[config.mk]
export PLATFORM = sky130hd
export DESIGN_NAME = scan_cfg_pipe
export DESIGN_NICKNAME = d
export VERILOG_FILES = /design/src/rtl/scan_cfg_pkg.sv /design/src/rtl/cfg_stage_chain.sv /design/src/rtl/cfg_shadow_bank.sv /design/src/rtl/scan_cfg_pipe.sv
export SDC_FILE = /design/constraint.sdc
export NUM_CORES = 1
export LEC_CHECK = 0
export BUFFER_PORTS_ARGS = -buffer_cell sky130_fd_sc_hd__buf_2
export CAP_MARGIN = 25
export CORE_MARGIN = 5
export CORE_UTILIZATION = 50
export DETAILED_ROUTE_END_ITERATION = 12
export HOLD_SLACK_MARGIN = 0.12
export MAX_ROUTING_LAYER = met4
export PLACE_DENSITY = 0.81
export SYNTH_ARGS = -nofsm -noshare
export SYNTH_HDL_FRONTEND = slang
export SYNTH_HIERARCHICAL = 1
export SYNTH_SLANG_ARGS = --single-unit
[constraint.sdc]
create_clock -name clk -period 1.6 [get_ports clk]
set_clock_uncertainty 0.2 [all_clocks]
set_input_delay 0.16 -clock clk [delete_from_list [all_inputs] [get_ports clk]]
set_output_delay 0.16 -clock clk [all_outputs]
set_load 0.05 [all_outputs]
[src/rtl/scan_cfg_pkg.sv]
`timescale 1ns/1ps
// Shared defaults and helpers for the in-band configuration pipeline.
package scan_cfg_pkg;
    localparam int unsigned DEF_CHANNELS = 4;
    localparam int unsigned DEF_IN_BITS  = 3;
    localparam int unsigned DEF_OUT_BITS = 2;

    // Length of one channel's configuration chain.
    function automatic int unsigned ctl_len(input int unsigned in_bits, input int unsigned out_bits);
        return in_bits + out_bits;
    endfunction
endpackage

[src/rtl/cfg_stage_chain.sv]
`timescale 1ns/1ps
// Serial chain of LEN flip-flops for one scan channel.
// New bits enter at stage 0; stage LEN-1 feeds the core.
// Assumes LEN >= 1; shifts only when shift_en is high.
module cfg_stage_chain #(
    parameter int unsigned LEN = 5
) (
    input  logic           clk,
    input  logic           rst_n,
    input  logic           shift_en,
    input  logic           ser_in,
    output logic [LEN-1:0] stages,
    output logic           ser_out
);
    generate
        if (LEN == 1) begin : g_single
            // Single stage: load the channel bit on a shift.
            always_ff @(posedge clk) begin
                if (!rst_n)        stages <= '0;
                else if (shift_en) stages <= ser_in;
            end
        end else begin : g_multi
            // Multi-stage: move every bit one place toward the core.
            always_ff @(posedge clk) begin
                if (!rst_n)        stages <= '0;
                else if (shift_en) stages <= {stages[LEN-2:0], ser_in};
            end
        end
    endgenerate

    assign ser_out = stages[LEN-1];
endmodule

[src/rtl/cfg_shadow_bank.sv]
`timescale 1ns/1ps
// Shadow register bank: captures a word on a load strobe, else holds.
// Assumes load is a one-cycle strobe issued between patterns.
module cfg_shadow_bank #(
    parameter int unsigned W = 5
) (
    input  logic         clk,
    input  logic         rst_n,
    input  logic         load,
    input  logic [W-1:0] d,
    output logic [W-1:0] q
);
    // Capture the chain word only on the strobe; zero default at reset.
    always_ff @(posedge clk) begin
        if (!rst_n)    q <= '0;
        else if (load) q <= d;
    end
endmodule

[src/rtl/scan_cfg_pipe.sv]
`timescale 1ns/1ps
// Top: per-channel in-band configuration chain plus shadowed selects.
// Each channel's data passes through IN_BITS+OUT_BITS stages; at an
// update strobe the stage contents become the router selects.
// Assumes IN_BITS >= 1, OUT_BITS >= 1, CHANNELS >= 1.
module scan_cfg_pipe
    import scan_cfg_pkg::*;
#(
    parameter int unsigned CHANNELS = DEF_CHANNELS,
    parameter int unsigned IN_BITS  = DEF_IN_BITS,
    parameter int unsigned OUT_BITS = DEF_OUT_BITS
) (
    input  logic                         clk,
    input  logic                         rst_n,
    input  logic                         shift_en,
    input  logic                         update_en,
    input  logic [CHANNELS-1:0]          scan_in,
    output logic [CHANNELS-1:0]          core_si,
    output logic [CHANNELS*IN_BITS-1:0]  in_sel,
    output logic [CHANNELS*OUT_BITS-1:0] out_sel
);
    localparam int unsigned CTL_LEN = ctl_len(IN_BITS, OUT_BITS);
    localparam int unsigned ALL_LEN = CHANNELS * CTL_LEN;

    logic [ALL_LEN-1:0] stage_word;
    logic [ALL_LEN-1:0] shadow_word;

    generate
        for (genvar ch = 0; ch < CHANNELS; ch++) begin : g_ch
            cfg_stage_chain #(.LEN(CTL_LEN)) chain_i (
                .clk      (clk),
                .rst_n    (rst_n),
                .shift_en (shift_en),
                .ser_in   (scan_in[ch]),
                .stages   (stage_word[ch*CTL_LEN +: CTL_LEN]),
                .ser_out  (core_si[ch])
            );

            cfg_shadow_bank #(.W(CTL_LEN)) shadow_i (
                .clk   (clk),
                .rst_n (rst_n),
                .load  (update_en),
                .d     (stage_word[ch*CTL_LEN +: CTL_LEN]),
                .q     (shadow_word[ch*CTL_LEN +: CTL_LEN])
            );

            // Earlier-shifted bits sit higher: input selects take the top field.
            assign in_sel[ch*IN_BITS +: IN_BITS]   = shadow_word[ch*CTL_LEN + OUT_BITS +: IN_BITS];
            assign out_sel[ch*OUT_BITS +: OUT_BITS] = shadow_word[ch*CTL_LEN +: OUT_BITS];
        end
    endgenerate
endmodule

==> impl_results.html <==
<table>
<tr><th>Metric</th><th>Value</th></tr>
<tr><th colspan="2">Detailed routing</th></tr>
<tr><td>Total wirelength of the detailed-routed design</td><td>2.61 mm</td></tr>
<tr><td>First-pass iteration count of the detailed router</td><td>3</td></tr>
<tr><td>WL per Instance</td><td>12.3 um</td></tr>
<tr><td>Total DRC errors in the routed layout</td><td>0</td></tr>
<tr><td>Number of violations reported at the end of detailed-routing iteration 0</td><td>11</td></tr>
<tr><td>Number of nets with antenna violations after detailed routing</td><td>0</td></tr>
<tr><td>Total via count after detailed routing</td><td>972</td></tr>
<tr><td>Vias per inst</td><td>about 4.6</td></tr>
<tr><th colspan="2">Floorplanning</th></tr>
<tr><td>Number of ports placed on the die boundary</td><td>32</td></tr>
<tr><td>Number of core rows</td><td>20</td></tr>
<tr><td>Die height</td><td>around 66 um</td></tr>
<tr><td>Floorplan die area</td><td>0.00436 sq mm</td></tr>
<tr><td>Floorplan Core Area</td><td>0.00303 sq mm</td></tr>
<tr><td>Die Wd</td><td>roughly 66 um</td></tr>
<tr><td>Initial Util</td><td>51.9%</td></tr>
<tr><th colspan="2">Yosys</th></tr>
<tr><td>Synth Instances</td><td>132</td></tr>
<tr><td>Post-synthesis sequential element count</td><td>40</td></tr>
<tr><td>Largest cells by area after synthesis</td><td>dfxtp_1, mux2i_1, nor2b_1, buf_6, buf_4</td></tr>
<tr><td>Commonest cells in the netlist</td><td>dfxtp_1, mux2i_1, nor2b_1, buf_6, buf_4</td></tr>
<tr><td>Syn avg cell area</td><td>11.9 sq um</td></tr>
<tr><td>Area share of the largest cell type after synthesis</td><td>51.0%</td></tr>
<tr><td>EDFF count, synth</td><td>0</td></tr>
<tr><td>Cell taking the most area after synthesis</td><td>dfxtp_1</td></tr>
<tr><td>Commonest register cell after synthesis</td><td>dfxtp_1</td></tr>
<tr><td>Distinct cell type count after synthesis</td><td>5</td></tr>
<tr><td>Yosys warning total</td><td>6</td></tr>
<tr><td>Synthesized net count</td><td>140</td></tr>
<tr><td>Area of the mapped netlist</td><td>0.00157 sq mm</td></tr>
<tr><td>Async set-or-reset flop fraction in the synthesized netlist</td><td>0%</td></tr>
<tr><td>Sequential element share of the synthesized area</td><td>51.0%</td></tr>
<tr><th colspan="2">Clocking</th></tr>
<tr><td>Clock buffer count from CTS</td><td>5</td></tr>
<tr><td>TritonCTS clock tree</td><td>built</td></tr>
<tr><td>Number of buffers on the longest clock path</td><td>2</td></tr>
<tr><td>H-tree Lvls</td><td>2</td></tr>
<tr><td>CTS sink cnt</td><td>40</td></tr>
<tr><td>Skew-Pair Late Insertion Delay</td><td>340 ps</td></tr>
<tr><td>CTS clock-pin slew for the worst setup and hold paths</td><td>120 ps</td></tr>
<tr><td>CTS Root Buffer Type</td><td>clkbuf_4</td></tr>
<tr><th colspan="2">Worst setup path</th></tr>
<tr><td>Critical R2R Launch</td><td>g_ch[1].chain_i/stages[0]</td></tr>
<tr><td>Flop-to-flop setup slack</td><td>740 ps</td></tr>
<tr><td>Critical R2R Capture</td><td>g_ch[1].chain_i/stages[1]</td></tr>
<tr><td>Required time reported for the critical path endpoint</td><td>1650 ps</td></tr>
<tr><td>Category of the worst setup path launch point</td><td>input pin</td></tr>
<tr><td>Number of cells on the worst reg-to-reg path</td><td>2</td></tr>
<tr><td>CP endpoint kind</td><td>flop</td></tr>
<tr><td>Critical path class</td><td>input pin to flop</td></tr>
<tr><td>Critical-path maximum fanout</td><td>11</td></tr>
<tr><td>Arr. time, crit path</td><td>1450 ps</td></tr>
<tr><th colspan="2">Cells and area</th></tr>
<tr><td>Total area of sequential cells</td><td>801 sq um</td></tr>
<tr><td>Count of antenna diodes in the layout</td><td>0</td></tr>
<tr><td>Nets</td><td>175</td></tr>
<tr><td>Core occupancy in the finished layout</td><td>60.4%</td></tr>
<tr><td>Multi-input logic area</td><td>roughly 650 sq um</td></tr>
<tr><td>Number of non-filler instances in the completed layout</td><td>212</td></tr>
<tr><td>Layout filler cell count</td><td>254</td></tr>
<tr><td>Fin area</td><td>0.00183 sq mm</td></tr>
<tr><td>Area Growth Syn to Fin</td><td>16.3%</td></tr>
<tr><td>Layout cells sized above 1</td><td>24.4%</td></tr>
<tr><th colspan="2">Global route</th></tr>
<tr><td>Global routing met3 resource utilization</td><td>approximately 6%</td></tr>
<tr><td>Final global-route overflow total</td><td>0</td></tr>
<tr><td>GR peak layer</td><td>met2</td></tr>
<tr><td>M1 GR Usage</td><td>15.0%</td></tr>
<tr><td>Pin count of the biggest net entering global routing</td><td>roughly 40</td></tr>
<tr><td>Number of antenna violations at the first check in global routing</td><td>0</td></tr>
<tr><td>Fraction of met2 tracks used by global routing</td><td>23.7%</td></tr>
<tr><td>Global-route wire length before repair</td><td>about 4.5 mm</td></tr>
<tr><td>Aggregate global-route resource usage</td><td>between 10% and 20%</td></tr>
<tr><td>Via count of the first global-routing pass</td><td>around 1000</td></tr>
<tr><th colspan="2">Power</th></tr>
<tr><td>Total internal power</td><td>between 1 and 1.5 mW</td></tr>
<tr><td>Standby leakage power</td><td>0.838 nW</td></tr>
<tr><td>Total power divided by cell area</td><td>912 mW/mm^2</td></tr>
<tr><td>Part of the power in the clock network</td><td>a little under 30%</td></tr>
<tr><td>VDD IR-drop max</td><td>0.000616 V</td></tr>
<tr><td>Sw Ratio</td><td>about a quarter</td></tr>
<tr><td>Share of total power in combinational logic</td><td>9.2%</td></tr>
<tr><td>Total Power Consumption</td><td>1.67 mW</td></tr>
<tr><td>Power share of the sequential group</td><td>roughly three fifths</td></tr>
<tr><td>Power spent charging and discharging nets</td><td>just over 0.4 mW</td></tr>
<tr><th colspan="2">Min path</th></tr>
<tr><td>Launch point of the worst hold path</td><td>g_ch[1].shadow_i/q[2]</td></tr>
<tr><td>Hold-critical path depth</td><td>2</td></tr>
<tr><td>Worst Hold Path EP</td><td>g_ch[1].shadow_i/q[2]</td></tr>
<tr><td>Worst hold path type</td><td>flop to flop</td></tr>
<tr><th colspan="2">Outcome</th></tr>
<tr><td>Result of the run</td><td>complete, no violations</td></tr>
<tr><th colspan="2">Timing</th></tr>
<tr><td>Final critical-path share of the clock period</td><td>between 80% and 90%</td></tr>
<tr><td>Transition time at the pin with the least slew margin</td><td>491 ps</td></tr>
<tr><td>Setup TNS after final layout</td><td>0 ps</td></tr>
<tr><td>FMAX</td><td>0.713 GHz</td></tr>
<tr><td>Count of endpoints failing setup in the final report</td><td>0</td></tr>
<tr><td>Clock period minus worst slack</td><td>1400 ps</td></tr>
<tr><td>Relative slew slack</td><td>67.3%</td></tr>
<tr><td>Setup repair after global routing missed its margin</td><td>false</td></tr>
<tr><td>Final hold viol count</td><td>0</td></tr>
<tr><td>Pins Over Slew Limit</td><td>0</td></tr>
<tr><th colspan="2">Job</th></tr>
<tr><td>Max-cap check violation count</td><td>0</td></tr>
<tr><th colspan="2">Placement</th></tr>
<tr><td># port buffers</td><td>31</td></tr>
<tr><td>Global placer's final weighted congestion</td><td>0.670</td></tr>
<tr><td>Total cell area at the placement stage</td><td>~0.0017 sq mm</td></tr>
<tr><td>Detailed placer's ending HPWL</td><td>1.76 mm</td></tr>
<tr><td>Number of instances in the placed design</td><td>197</td></tr>
</table>
per-layer routing:
metal	vias to the layer above	share of wire [%]
li1	500	-
met3	2	5.1
met2	23	51
met4	0	1.2
met5	-	0
met1	447	43
logic make-up (layout without fill, tap and decap cells):
group / count (synthesis) / in the layout / share of synthesized area (%)
simple gates: 40 / 40 / 15.9
buf+inv: 12 / 48 / 7.64
flops: 40 / 40 / 51.0
mux: 40 / 40 / 25.5
worst max path at each step:
| stage | startpoint | to | slack [ps] | depth (start not counted) |
|---|---|---|---|---|
| 2_1_floorplan | g_ch[0].chain_i/stages[4] | g_ch[0].shadow_i/q[4] | 360 | 3 |
| 3_3_place_gp | update_en | g_ch[1].shadow_i/q[3] | 400 | 4 |
| 3_5_place_dp | update_en | g_ch[1].shadow_i/q[4] | 360 | 4 |
| 4_1_cts | update_en | g_ch[3].shadow_i/q[3] | 210 | 5 |
| 5_1_grt | g_ch[1].chain_i/stages[4] | core_si[1] | 150 | 1 |
| 6_report | update_en | g_ch[1].shadow_i/q[4] | 200 | 5 |
stage by stage:
| step | setup slack (ps) | hold slack, ps |
|---|---|---|
| floorplan | 361 | 88.2 |
| global placement | 401 | 221 |
| detailed placement | 364 | 231 |
| CTS | 212 | 331 |
| global route | 151 | 358 |
| finish | 197 | 329 |
worst max-delay path: stages:
cell and delay (ps):
dlygate4sd3_1 520, buf_2 300, buf_12 190, mux2i_1 200, nor2b_1 60
final cells by class:
| cell class | count | area share [%] |
|---|---|---|
| clock inverter | 3 | 1.03 |
| sequential | 40 | 43.8 |
| timing repair buffer | 40 | 14.5 |
| tap | 44 | 3.01 |
| clock buffer | 5 | 2.05 |
| multi-input combinational | 80 | 35.6 |
layout by cell type (no fill, tap or decap), drive strengths merged:
| cell type | instances |
|---|---|
| dfxtp | 40 |
| mux2i | 40 |
| clkinv | 3 |
| clkbuf | 5 |
| nor2b | 40 |
| buf | 33 |
| dlygate4sd3 | 7 |
power groups by stage:
| stage | sequential [mW] | combinational (mW) | clock (mW) |
|---|---|---|---|
| 3_3_place_gp | 1.05 | 0.139 | 0 |
| 2_1_floorplan | 1.07 | 0.0935 | 0 |
| 6_report | 1.03 | 0.154 | 0.487 |
| 5_1_grt | 1.03 | 0.165 | 0.583 |
| 3_5_place_dp | 1.05 | 0.143 | 0 |
| 4_1_cts | 1.03 | 0.156 | 0.509 |
flip-flops by register name, summed over array words and instances, names as in the netlist:
name                 flops
g_ch.shadow_i/q         20
g_ch.chain_i/stages     20
timing repair:
action,CTS,global route
hold buffers,7,0
endpoints found under the setup margin,0,0
hold endpoints to repair,27,0
buffers inserted,0,0
resized for setup,0,0
Power figures use the tool's default switching activity.
